**src/rtl/irq_prio_pkg.sv**
```systemverilog
package irq_prio_pkg;
  localparam int NUM_SRC = 6;
  localparam int SRC_W   = 3;
  localparam int LVL_W   = 2;
  localparam int NUM_LVL = 1 << LVL_W;
  localparam int NUM_EXT = 2;
  // bit positions of the source kinds; position is polling order
  localparam int IDX_EXT0 = 0;
  localparam int IDX_TMR0 = 1;
  localparam int IDX_EXT1 = 2;
  localparam int IDX_TMR1 = 3;
  localparam int IDX_SER  = 4;
  localparam int IDX_TMR2 = 5;
endpackage

```
**src/rtl/irq_flag_unit.sv**
```systemverilog
module irq_flag_unit
  import irq_prio_pkg::*;
(
  input  logic               clk,
  input  logic               rst_n,
  input  logic [NUM_EXT-1:0] ext_pin,
  input  logic [NUM_EXT-1:0] ext_edge_mode,
  input  logic [NUM_EXT-1:0] tmr_ovf_set,
  input  logic               ser_req,
  input  logic               t2_req,
  input  logic [NUM_SRC-1:0] clr_req,
  output logic [NUM_SRC-1:0] pend
);
  logic [NUM_EXT-1:0] pin_q, pin_q_nxt;
  logic [NUM_EXT-1:0] edge_flag, edge_flag_nxt;
  logic [NUM_EXT-1:0] tmr_flag, tmr_flag_nxt;

  for (genvar k = 0; k < NUM_EXT; k++) begin : g_pair
    // external k sits at index 2k, timer k at 2k+1
    always_comb begin
      pin_q_nxt[k] = ext_pin[k];
      if (!ext_edge_mode[k])
        edge_flag_nxt[k] = 1'b0;
      else if (ext_pin[k] && !pin_q[k])
        edge_flag_nxt[k] = 1'b1;
      else if (clr_req[2*k])
        edge_flag_nxt[k] = 1'b0;
      else
        edge_flag_nxt[k] = edge_flag[k];

      if (tmr_ovf_set[k])
        tmr_flag_nxt[k] = 1'b1;
      else if (clr_req[2*k+1])
        tmr_flag_nxt[k] = 1'b0;
      else
        tmr_flag_nxt[k] = tmr_flag[k];
    end

    assign pend[2*k]   = ext_edge_mode[k] ? edge_flag[k] : ext_pin[k];
    assign pend[2*k+1] = tmr_flag[k];
  end

  assign pend[IDX_SER]  = ser_req;
  assign pend[IDX_TMR2] = t2_req;

  always_ff @(posedge clk or negedge rst_n) begin
    if (!rst_n) begin
      pin_q     <= '0;
      edge_flag <= '0;
      tmr_flag  <= '0;
    end else begin
      pin_q     <= pin_q_nxt;
      edge_flag <= edge_flag_nxt;
      tmr_flag  <= tmr_flag_nxt;
    end
  end
endmodule

```
**src/rtl/irq_arbiter.sv**
```systemverilog
module irq_arbiter
  import irq_prio_pkg::*;
(
  input  logic [NUM_SRC-1:0] pend,
  input  logic [NUM_SRC-1:0] en_mask,
  input  logic               glb_en,
  input  logic [NUM_SRC-1:0] prio_lo,
  input  logic [NUM_SRC-1:0] prio_hi,
  input  logic [NUM_LVL-1:0] in_service,
  output logic               win_valid,
  output logic [SRC_W-1:0]   win_idx,
  output logic [LVL_W-1:0]   win_lvl
);
  logic [NUM_SRC-1:0] elig;
  logic               found;
  logic               busy;
  logic [LVL_W-1:0]   busy_lvl;

  assign elig = pend & en_mask & {NUM_SRC{glb_en}};

  // search levels high to low, sources in polling order
  always_comb begin
    found   = 1'b0;
    win_idx = '0;
    win_lvl = '0;
    for (int l = NUM_LVL - 1; l >= 0; l--) begin
      for (int s = 0; s < NUM_SRC; s++) begin
        if (!found && elig[s] && ({prio_hi[s], prio_lo[s]} == LVL_W'(l))) begin
          found   = 1'b1;
          win_idx = SRC_W'(s);
          win_lvl = LVL_W'(l);
        end
      end
    end
  end

  always_comb begin
    busy     = 1'b0;
    busy_lvl = '0;
    for (int l = 0; l < NUM_LVL; l++) begin
      if (in_service[l]) begin
        busy     = 1'b1;
        busy_lvl = LVL_W'(l);
      end
    end
  end

  assign win_valid = found && (!busy || (win_lvl > busy_lvl));
endmodule

```
**src/rtl/irq_inservice.sv**
```systemverilog
module irq_inservice
  import irq_prio_pkg::*;
(
  input  logic               clk,
  input  logic               rst_n,
  input  logic               push,
  input  logic [LVL_W-1:0]   push_lvl,
  input  logic               pop,
  output logic [NUM_LVL-1:0] in_service
);
  logic [NUM_LVL-1:0] is_q, is_nxt;
  logic [NUM_LVL-1:0] pop_mask;
  logic [NUM_LVL-1:0] push_mask;

  always_comb begin
    pop_mask = '0;
    for (int l = 0; l < NUM_LVL; l++)
      if (is_q[l]) pop_mask = NUM_LVL'(1) << l;
    push_mask = push ? (NUM_LVL'(1) << push_lvl) : '0;
    is_nxt    = (is_q & ~(pop ? pop_mask : '0)) | push_mask;
  end

  always_ff @(posedge clk or negedge rst_n) begin
    if (!rst_n) is_q <= '0;
    else        is_q <= is_nxt;
  end

  assign in_service = is_q;
endmodule

```
**src/rtl/irq_prio_ctrl.sv**
```systemverilog
module irq_prio_ctrl
  import irq_prio_pkg::*;
#(
  parameter int VEC_W    = 8,
  parameter int VEC_BASE = 3,
  parameter int VEC_STEP = 8
) (
  input  logic               clk,
  input  logic               rst_n,
  input  logic               glb_en,
  input  logic [5:0]         en_mask,
  input  logic [5:0]         prio_lo,
  input  logic [5:0]         prio_hi,
  input  logic [1:0]         ext_pin,
  input  logic [1:0]         ext_edge_mode,
  input  logic [1:0]         tmr_ovf_set,
  input  logic               ser_req,
  input  logic               t2_req,
  input  logic               vec_ack,
  input  logic               reti,
  output logic               irq_valid,
  output logic [VEC_W-1:0]   irq_vector,
  output logic [1:0]         irq_level,
  output logic [5:0]         irq_flags,
  output logic [3:0]         in_service
);
  logic [1:0]         rst_sync;
  logic               rst_int_n;
  logic [SRC_W-1:0]   win_idx;
  logic [LVL_W-1:0]   win_lvl;
  logic               accept;
  logic [NUM_SRC-1:0] clr_req;

  // asynchronous assert, synchronous release
  always_ff @(posedge clk or negedge rst_n) begin
    if (!rst_n) rst_sync <= 2'b00;
    else        rst_sync <= {rst_sync[0], 1'b1};
  end
  assign rst_int_n = rst_sync[1];

  assign accept  = vec_ack && irq_valid;
  assign clr_req = accept ? (NUM_SRC'(1) << win_idx) : '0;

  irq_flag_unit u_flags (
    .clk           (clk),
    .rst_n         (rst_int_n),
    .ext_pin       (ext_pin),
    .ext_edge_mode (ext_edge_mode),
    .tmr_ovf_set   (tmr_ovf_set),
    .ser_req       (ser_req),
    .t2_req        (t2_req),
    .clr_req       (clr_req),
    .pend          (irq_flags)
  );

  irq_arbiter u_arb (
    .pend       (irq_flags),
    .en_mask    (en_mask),
    .glb_en     (glb_en),
    .prio_lo    (prio_lo),
    .prio_hi    (prio_hi),
    .in_service (in_service),
    .win_valid  (irq_valid),
    .win_idx    (win_idx),
    .win_lvl    (win_lvl)
  );

  irq_inservice u_isr (
    .clk        (clk),
    .rst_n      (rst_int_n),
    .push       (accept),
    .push_lvl   (win_lvl),
    .pop        (reti),
    .in_service (in_service)
  );

  assign irq_level  = win_lvl;
  assign irq_vector = VEC_W'(VEC_BASE + VEC_STEP * int'(win_idx));
endmodule

```
**config.mk**
```make
export PLATFORM = sky130hd
export DESIGN_NAME = irq_prio_ctrl
export DESIGN_NICKNAME = d
export VERILOG_FILES = /design/src/rtl/irq_prio_pkg.sv /design/src/rtl/irq_flag_unit.sv /design/src/rtl/irq_arbiter.sv /design/src/rtl/irq_inservice.sv /design/src/rtl/irq_prio_ctrl.sv
export SDC_FILE = /design/constraint.sdc
export NUM_CORES = 1
export LEC_CHECK = 0
export CORE_MARGIN = 2
export CORE_UTILIZATION = 60
export CTS_BUF_LIST = sky130_fd_sc_hd__clkbuf_8 sky130_fd_sc_hd__clkbuf_16
export CTS_CLUSTER_DIAMETER = 50
export DETAILED_ROUTE_END_ITERATION = 10
export DONT_BUFFER_PORTS = 1
export GPL_TIMING_DRIVEN = 0
export PLACE_DENSITY = 0.76
export SKIP_LAST_GASP = 1
export SLEW_MARGIN = 25
export SYNTH_ARGS = -nofsm -noshare
export SYNTH_HDL_FRONTEND = slang
export SYNTH_SLANG_ARGS = --single-unit
```
**constraint.sdc**
```tcl
create_clock -name clk -period 6.3 [get_ports clk]
set_input_delay 0.945 -clock clk [delete_from_list [all_inputs] [get_ports clk]]
set_output_delay 0.945 -clock clk [all_outputs]
set_load 0.02 [all_outputs]
```
==> flow_metrics.py, run 1 <==
metrics = {
    "outcome": {
        "outcome": "completed",
    },
    "pwr": {
        "switchingPower_mw": 0.120,
        "p_comb_share_pct": 37.6,
        "vdd_drop_max_mv": 0.228,
        "power_frac_seq_pct": 35.4,
        "swShare_pct": 39.3,
        "intPower_mw": 0.186,
        "p_leak_nw": 0.550,
        "p_clk_share_pct": 27.0,
        "power.density_mw_per_mm2": 221,
    },
    "die": {
        "fp-row-count": 16,
        "dieHeight_um": 50.2,
        "placeableCoreArea_mm2": 0.00198,
        "fp.dieArea_mm2": 0.00252,
        "ios": 52,
        "die_w_um": 50.2,
        "start_util_pct": 64.5,
    },
    "logic_synthesis": {
        "syn_area_per_cell_um2": 8.64,
        "synth.top_cell.area_share_pct": 23.5,
        "ys_seq_elements": 12,
        "synth.most_common_cell": "nor2_1",
        "yosys-top-cells-count": "nor2_1 (13), dfrtp_1 (12), nand2_1 (11)",
        "postSynthCellCount": 148,
        "synth_area_leaders": "dfrtp_1 (23%), buf_4 (4.7%), nor2_1 (3.8%)",
        "synthDistinctLibCells": 50,
        "yosysWarnings": 0,
        "synth_edf_count": 0,
        "synth_area_leader_cell": "dfrtp_1",
        "syn_area_mm2": 0.00128,
        "async_reset_ff_share_pct": 100,
        "dominantRegCellSynth": "dfrtp_1",
        "yosysSeqAreaShare_pct": 23.5,
    },
    "critical_path": {
        "worstRegToRegCells": 12,
        "critical_path_arrival_ps": 3040,
        "end_kind": "primary output",
        "slowest_stage": "a2111oi_0",
        "ff2ff_setup_slack_ps": 3220,
        "crit_path_start_kind": "input pin",
        "path_delay_family": "simple AND/OR/NAND/NOR gates",
        "max_stage_delay_ps": 410,
        "r2r_end": "u_flags.edge_flag[0]$_DFFE_PN0P_",
        "required_ps": 5350,
        "crit_type": "input pin to primary output",
        "worstPathMaxFanout": 4,
        "crit_chain": "and4b_1, a2bb2o_1, a2111oi_0, nor3b_1, nor2b_1, ha_1, nand2_1, a21oi_1, nor2_1",
        "r2r_start": "u_flags.tmr_flag[0]$_DFFE_PN0P_",
        "critPathBufInv": 0,
    },
    "clock_tree": {
        "ctsHoldBuffers": 0,
        "insertion_delay_ps": 240,
        "post_cts_buffers": 0,
        "clk_pin_slew_ps": 50,
        "cts_made_buffers": 3,
        "cts_tree": "built",
        "post_cts_resized": 0,
        "cts_sinks": 12,
        "clock-root-buffer": "clkbuf_8",
        "cts_max_level": 1,
        "clock_path_buffers": 2,
    },
    "routing": {
        "viasPerCell": 6.74,
        "drt_iter0_markers": 67,
        "drtAntennaViolNets": 0,
        "route.detailed.drc": 0,
        "routed_wl_um": 3120,
        "vias": 1233,
        "dr.pass1.iters": 4,
        "routedWlPerCell_um": 17.0,
    },
    "cells_and_area": {
        "n_fill_cell": 154,
        "stdcell_count": 183,
        "final-seq-area_um2": 300,
        "area_growth_pct": 8.12,
        "diodes": 0,
        "multiInputGateArea_um2": 896,
        "drive_above_1_share_pct": 17.9,
        "nets": 190,
    },
    "sta": {
        "hold_viol": 0,
        "setup_viol": 0,
        "fmax_ghz": 0.251,
        "skew_ps": 6.34,
        "final_max_slew_viol_count": 0,
        "slew_headroom_pct": 51.6,
        "tightest_slew_ps": 718,
        "finalCritPeriodShare_pct": 63.3,
        "rsz0062_at_grt": "no",
        "fin_crit_ps": 3990,
        "layout_setup_ws_ps": 2310,
        "fin_setup_tns_ps": 0,
    },
    "flow_run": {
        "cap_viol_max_count": 0,
    },
    "placed_design": {
        "gp_congestion": 0.957,
        "io_buffer_count": 0,
        "preCtsSetupSlack_ps": 2320,
        "place_hpwl_um": 2550,
        "placed_cells": 179,
    },
    "global_route": {
        "gr-usage-all-layers_pct": 26.2,
        "overflow": 0,
        "grt_start_max_net_pins": 11,
        "antenna_found_initial": 0,
        "grt_pass1_wl_um": 5100,
        "grt_pass1_vias": 1165,
    },
    "worst_hold_path": {
        "min_path_type": "flop to asynchronous set/reset pin",
    },
}
state kept, by name, indices dropped and copies added (netlist names):
register / flops
u_flags.edge_flag: 2
u_isr.in_service: 4
u_flags.pin_q: 2
rst_sync: 2
u_flags.tmr_flag: 2
final cells by class:
class                           count  share of cell area, %
Inverter                           10                   2.71
Clock buffer                        4                   3.98
Tap cell                           27                   2.44
Buffer                              8                   4.34
Sequential cell                    12                   21.7
Multi-Input combinational cell    122                   64.8
layer usage:
metal | track usage [%] | wire, µm | up-vias
li1 | - | - | 586
met1 | 32.7 | 1180 | 566
met5 | 0 | 0 | -
met2 | 45.8 | 1550 | 81
met4 | 3.24 | 0 | 0
met3 | 7.44 | 385 | 0
worst register-to-register path, stage by stage (launching register included):
cell and delay (ps):
dfrtp_1 490, and4_1 300, o2bb2ai_2 200, a211oi_4 360
nor3b_1 230, nor2b_1 110, ha_1 300, nand2_1 70
a21oi_1 90, nor2b_1 200, o2111ai_1 190, o41ai_1 310
a21boi_1 110
how the worst max path moves through the flow:
| stage | from | endpoint | slack [ps] | cells past startpoint |
|---|---|---|---|---|
| 6_report | ser_req | irq_valid | 2310 | 9 |
| 5_1_grt | prio_hi[5] | irq_valid | 2070 | 9 |
| 4_1_cts | ser_req | irq_valid | 2310 | 9 |
| 3_5_place_dp | ser_req | irq_valid | 2320 | 9 |
| 3_3_place_gp | ser_req | irq_valid | 2390 | 9 |
| 2_1_floorplan | ser_req | irq_valid | 2590 | 9 |
placed cells by master (no fill, tap or decap), drive strengths merged, types with 2 or more instances in the layout:
cell,synthesis,final
nor2,13,13
nor3b,2,2
and4b,2,2
and4,4,4
a21o,2,2
o22ai,3,3
o21bai,2,2
mux2i,2,2
nand4b,5,5
o2bb2ai,2,2
or2,2,2
buf,8,8
a2bb2oi,2,2
conb,2,6
a32o,2,2
nand3,3,3
o211ai,4,4
dfrtp,12,12
o21ai,6,6
inv,10,10
clkbuf,0,4
nand2,11,11
a211oi,3,3
nand4,6,6
nor2b,3,3
a21oi,7,7
ha,2,2
a22o,2,2
nor4,5,5
nor3,6,6
a2111oi,2,2
through the flow:
stage	cell area [µm²]	hold slack, ps	util (%)	power (mW)
2_1_floorplan	1290	121	-	0.203
3_3_place_gp	1330	164	67.0	0.219
3_5_place_dp	1330	174	67.0	0.223
4_1_cts	1380	176	69.8	0.307
5_1_grt	1380	210	69.8	0.325
6_report	1380	161	69.8	0.306
power groups by stage:
stage | Combinational [mW] | Sequential [mW] | Clock (mW)
CTS | 0.114 | 0.108 | 0.0841
global placement | 0.111 | 0.109 | 0
global route | 0.128 | 0.110 | 0.0873
floorplan | 0.0965 | 0.106 | 0
finish | 0.115 | 0.108 | 0.0826
detailed placement | 0.114 | 0.109 | 0
logic make-up (layout without fill, tap and decap cells):
group / Yosys count / in the layout / synth area share [%]
AOI/OAI and AO/OA: 47 / 47 / 29.6
muxes: 2 / 2 / 3.52
and+or+nand+nor: 65 / 65 / 33.2
DFF: 12 / 12 / 23.5
other: 2 / 6 / 0.587
adders and majority gates: 2 / 2 / 1.96
buffers and inverters: 18 / 22 / 7.63
Power figures use the tool's default switching activity.
==> inputs of run 2 (changes only) <==
Settings changed: CORE_ASPECT_RATIO from default to 0.6, CORE_UTILIZATION 60 to 57, PLACE_DENSITY 0.76 to 0.75.
Clock period 6.3 ns to 3.4 ns, I/O delays scaled along.
==> run 2 against run 1 <==
Net effect:
- cell area is 0.18% higher
- global-route usage up 0.72 points
- critical path depth fell by 1
- worst setup slack lost 2100 ps
- highest routed layer is now met4
- via count rose by 1.5%
==> flow_metrics.py, run 2 (synthesis gave the netlist of run 1 again) <==
metrics = {
    "die": {
        "die_w_um": 65.1,
        "dieHeight_um": 40.7,
        "fp-row-count": 13,
        "start_util_pct": 59.6,
        "ios": 52,
        "fp.dieArea_mm2": 0.00265,
        "placeableCoreArea_mm2": 0.00215,
    },
    "critical_path": {
        "required_ps": 2890,
        "end_kind": "primary output",
        "crit_type": "flop to primary output",
        "worstPathMaxFanout": 6,
        "critical_path_arrival_ps": 2720,
        "crit_path_start_kind": "flop",
    },
    "sta": {
        "fin_crit_ps": 3230,
        "finalCritPeriodShare_pct": 95.1,
        "hold_viol": 0,
        "tightest_slew_ps": 646,
        "final_max_slew_viol_count": 0,
        "slew_headroom_pct": 56.5,
        "hold_ws_ps": 173,
        "fmax_ghz": 0.309,
        "setup_viol": 0,
        "skew_ps": 5.97,
    },
    "routing": {
        "viasPerCell": 6.73,
        "vias": 1252,
        "routed_wl_um": 3470,
        "route.detailed.drc": 0,
        "drtAntennaViolNets": 0,
        "routedWlPerCell_um": 18.7,
        "drt_iter0_markers": 113,
        "dr.pass1.iters": 4,
    },
    "cells_and_area": {
        "multiInputGateArea_um2": 898,
        "largest_reg_flops": 4,
        "final_util_pct": 64.5,
        "drive_above_1_share_pct": 17.9,
        "n_fill_cell": 194,
        "most-common-layout-cells": "nor2_1 (12), dfrtp_1 (12), nand2_1 (11), inv_1 (8), buf_4 (8)",
        "final-seq-area_um2": 300,
        "diodes": 0,
        "area_growth_pct": 8.32,
        "nets": 191,
    },
    "pwr": {
        "switchingPower_mw": 0.227,
        "swShare_pct": 41.4,
        "p_leak_nw": 0.547,
        "p_comb_share_pct": 39.8,
        "power_mw": 0.549,
        "intPower_mw": 0.321,
        "power_frac_seq_pct": 36.7,
        "power.density_mw_per_mm2": 396,
        "p_clk_share_pct": 23.5,
        "vdd_drop_max_mv": 0.413,
    },
    "placed_design": {
        "gp_congestion": 0.891,
        "place_hpwl_um": 2850,
        "io_buffer_count": 0,
    },
    "global_route": {
        "grt_pass1_wl_um": 5130,
        "antenna_found_initial": 0,
        "overflow": 0,
        "grt_pass1_vias": 1069,
        "gr-usage-all-layers_pct": 26.9,
        "grt_start_max_net_pins": 11,
    },
    "clock_tree": {
        "clock_path_buffers": 2,
        "insertion_delay_ps": 240,
        "clk_pin_slew_ps": 50,
        "cts_max_level": 1,
        "cts_made_buffers": 3,
        "clock-root-buffer": "clkbuf_8",
        "cts_sinks": 12,
        "cts_tree": "built",
    },
    "worst_hold_path": {
        "min_path_type": "flop to asynchronous set/reset pin",
    },
    "flow_run": {
        "cap_viol_max_count": 0,
    },
    "outcome": {
        "outcome": "completed",
    },
}
==> run 2: changes by cell type in the layout (fill, tap and decap cells not counted), sizes merged <==
cell and delta:
clkbuf -1, dlygate4sd3 +1
==> run 2: metrics by stage <==
step	std cells	setup WS, ps	setup TNS, ps	cell area, µm²
after global placement	182	201	0	1330
after global routing	186	-2.98	-2.98	1390
after detailed placement	182	201	0	1330
after CTS	186	128	0	1380
final	186	166	0	1390
after floorplan	152	564	0	1290
==> run 2: critical path, stage by stage, from the launching register on <==
cell and delay, ps:
dfrtp_1 490, and4_1 320, o2bb2ai_2 230, nor4_4 450, inv_2 190, ha_1 340
a21o_1 160, a21oi_1 200, nor2_2 110
==> run 2: final timing paths <==
check / from / to / slack [ps] / depth (start not counted)
setup / recovery: u_flags.tmr_flag[0]$_DFFE_PN0P_ / irq_valid / 170 / 8
hold / removal: rst_sync[1]$_DFF_PN0_ / u_flags.tmr_flag[1]$_DFFE_PN0P_ / 170 / 0
setup reg to reg: u_flags.tmr_flag[0]$_DFFE_PN0P_ / u_flags.edge_flag[0]$_DFFE_PN0P_ / 180 / 11
hold reg to reg: rst_sync[1]$_DFF_PN0_ / u_flags.tmr_flag[1]$_DFFE_PN0P_ / 170 / 0
max in group asynchronous: rst_n / rst_sync[0]$_DFF_PN0_ / 2780 / 1
min in group clk: ext_pin[0] / u_flags.pin_q[0]$_DFF_PN0_ / 300 / 0
==> run 2: final cells by class <==
class	count	share of cell area (%)
clock buffers	3	2.98
flip-flops and latches	12	21.7
plain buffers	8	4.34
repair buffers	1	0.723
multi-input cells	122	64.9
inverters	10	2.71
well taps	30	2.71
==> run 2: power groups by stage <==
stage	combinational (mW)	sequential, mW	clock [mW]
2_1_floorplan	0.179	0.197	0
3_3_place_gp	0.205	0.202	0
3_5_place_dp	0.210	0.203	0
4_1_cts	0.212	0.201	0.131
5_1_grt	0.239	0.204	0.135
6_report	0.218	0.201	0.129
==> run 2: routing by layer <==
| metal | part of all wire (%) | global-route usage [%] | wire length [µm] |
|---|---|---|---|
| met1 | 45 | 37.5 | 1550 |
| met2 | 44 | 40.5 | 1530 |
| met3 | 11 | 8.52 | 370 |
| met4 | 0.69 | 8.33 | 24 |
| met5 | 0 | 0 | 0 |
==> run 2: what timing repair did <==
item	CTS	global route
endpoints found under the setup margin	0	1
hold buffers	1	0
resized for setup	0	1
endpoints found under the hold margin	2	0
setup buffers	0	0
==> inputs of run 3 (changes only) <==
Settings changed: SETUP_SLACK_MARGIN from default to 0.5.
==> run 3 against run 2 <==
Net effect:
- cell count up 8.1%
- non-clock buffer count is 15 higher
- first-iteration DRC count is 15% lower
- largest power group unchanged
==> flow_metrics.py, run 3 (synthesis gave the netlist of run 1 again) <==
metrics = {
    "global_route": {
        "antenna_found_initial": 0,
        "overflow": 0,
        "grt_pass1_vias": 1104,
        "grt_start_max_net_pins": 11,
        "gr-usage-all-layers_pct": 28.1,
        "grt_pass1_wl_um": 5330,
    },
    "critical_path": {
        "max_stage_delay_ps": 400,
        "end_kind": "primary output",
        "critical_path_arrival_ps": 2450,
        "required_ps": 2890,
        "crit_type": "flop to primary output",
        "slowest_stage": "dfrtp_1",
        "crit_chain": "mux2i_4, buf_6, o2bb2ai_4, nor4_4, inv_4, ha_4, a21o_1, a21oi_4, nor2_4",
        "crit_path_start_kind": "flop",
        "worstPathMaxFanout": 6,
    },
    "sta": {
        "fmax_ghz": 0.337,
        "hold_viol": 0,
        "fin_crit_ps": 2960,
        "fin_setup_tns_ps": 0,
        "layout_setup_ws_ps": 436,
        "setup_viol": 0,
        "rsz0062_at_grt": "yes",
        "tightest_slew_ps": 531,
        "final_max_slew_viol_count": 0,
        "skew_ps": 4.63,
        "hold_ws_ps": 181,
        "slew_headroom_pct": 64.3,
        "finalCritPeriodShare_pct": 87.2,
    },
    "cells_and_area": {
        "final_util_pct": 76.2,
        "most-common-layout-cells": "buf_4 (22), nand2_1 (11), nor2_1 (11), dfrtp_1 (10), inv_1 (8)",
        "diodes": 0,
        "largest_reg_flops": 4,
        "stdcell_count": 201,
        "area_growth_pct": 28.0,
        "n_fill_cell": 160,
        "nets": 206,
        "drive_above_1_share_pct": 33.9,
        "layout_commonest_cell": "buf_4",
    },
    "routing": {
        "routed_wl_um": 3840,
        "vias": 1324,
        "dr.pass1.iters": 4,
        "drt_iter0_markers": 96,
        "route.detailed.drc": 0,
        "viasPerCell": 6.59,
        "routedWlPerCell_um": 19.1,
        "drtAntennaViolNets": 0,
    },
    "pwr": {
        "p_leak_nw": 0.640,
        "vdd_drop_max_mv": 0.433,
        "power.density_mw_per_mm2": 382,
        "power_frac_seq_pct": 32.3,
        "p_clk_share_pct": 20.5,
        "intPower_mw": 0.363,
        "switchingPower_mw": 0.262,
        "p_comb_share_pct": 47.2,
        "swShare_pct": 42.0,
    },
    "flow_run": {
        "cap_viol_max_count": 0,
    },
    "die": {
        "die_w_um": 65.1,
        "fp.dieArea_mm2": 0.00265,
        "fp-row-count": 13,
        "dieHeight_um": 40.7,
        "ios": 52,
        "start_util_pct": 59.6,
        "placeableCoreArea_mm2": 0.00215,
    },
    "clock_tree": {
        "clk_pin_slew_ps": 50,
        "clock_path_buffers": 2,
        "clock-root-buffer": "clkbuf_8",
        "insertion_delay_ps": 240,
        "cts_max_level": 1,
        "cts_sinks": 12,
        "cts_tree": "built",
        "cts_made_buffers": 3,
    },
    "placed_design": {
        "io_buffer_count": 0,
        "gp_congestion": 0.891,
        "placed_cells": 182,
        "preCtsSetupSlack_ps": 201,
        "place_hpwl_um": 2850,
    },
    "worst_hold_path": {
        "min_path_type": "flop to asynchronous set/reset pin",
    },
    "outcome": {
        "outcome": "completed",
    },
}
## run 3: path summary, 6_finish.rpt
path                                                  start                          endpoint  slack (ps)  cells past startpoint
max                        u_flags.edge_flag[0]$_DFFE_PN0P_                         irq_valid         440                      9
min                                   rst_sync[1]$_DFF_PN0_  u_flags.edge_flag[1]$_DFFE_PN0P_         180                      0
max reg2reg                u_flags.edge_flag[0]$_DFFE_PN0P_  u_flags.edge_flag[0]$_DFFE_PN0P_         490                     12
min reg2reg                           rst_sync[1]$_DFF_PN0_  u_flags.edge_flag[1]$_DFFE_PN0P_         180                      0
max in group asynchronous                             rst_n             rst_sync[0]$_DFF_PN0_        2780                      1
min in group clk                                 ext_pin[0]        u_flags.pin_q[0]$_DFF_PN0_         300                      0
## run 3: final cells by class
cell class | instances | area, µm² | share of cell area, %
buffer | 8 | 60.1 | 3.67
clock buffer | 3 | 41.3 | 2.52
sequential | 12 | 303 | 18.5
inverter | 10 | 40.0 | 2.45
tap | 30 | 37.5 | 2.29
multi-input combinational | 122 | 1030 | 62.8
timing repair buffer | 16 | 126 | 7.72
## run 3: timing repair
| action | in CTS | in global routing |
|---|---|---|
| pin swaps | 5 | 9 |
| resized for setup | 15 | 13 |
| buffers inserted | 7 | 8 |
| cloned | 0 | 0 |
| endpoints found under the hold margin | 2 | 0 |
| hold buffers | 1 | 0 |
| endpoints found under the setup margin | 12 | 11 |
## run 3: metal layers
metal / up-vias / GRT usage (%) / share of wire (%)
met4: 0 / 6.77 / 0.62
met1: 633 / 38.2 / 45
li1: 616 / - / -
met3: 2 / 7.69 / 9.7
met5: - / 0 / 0
met2: 73 / 45.9 / 45
## run 3: critical path, delay by kind of cell, from the launching register on
family	cells	cell delay, ps
flops	1	400
simple gates	2	590
buf+inv	2	310
mux	1	310
fa+ha+maj	1	300
compound gates	3	300
## run 3: power by group through the flow
stage | Sequential (mW) | Combinational [mW] | Clock [mW]
2_1_floorplan | 0.197 | 0.179 | 0
3_3_place_gp | 0.202 | 0.205 | 0
3_5_place_dp | 0.203 | 0.210 | 0
4_1_cts | 0.202 | 0.247 | 0.131
5_1_grt | 0.205 | 0.317 | 0.136
6_report | 0.202 | 0.295 | 0.128
## run 3: stage by stage
stage	area (µm²)	total power, mW
after floorplan	1290	0.376
after global placement	1330	0.407
after detailed placement	1330	0.413
after CTS	1500	0.580
after global routing	1640	0.657
final	1640	0.626
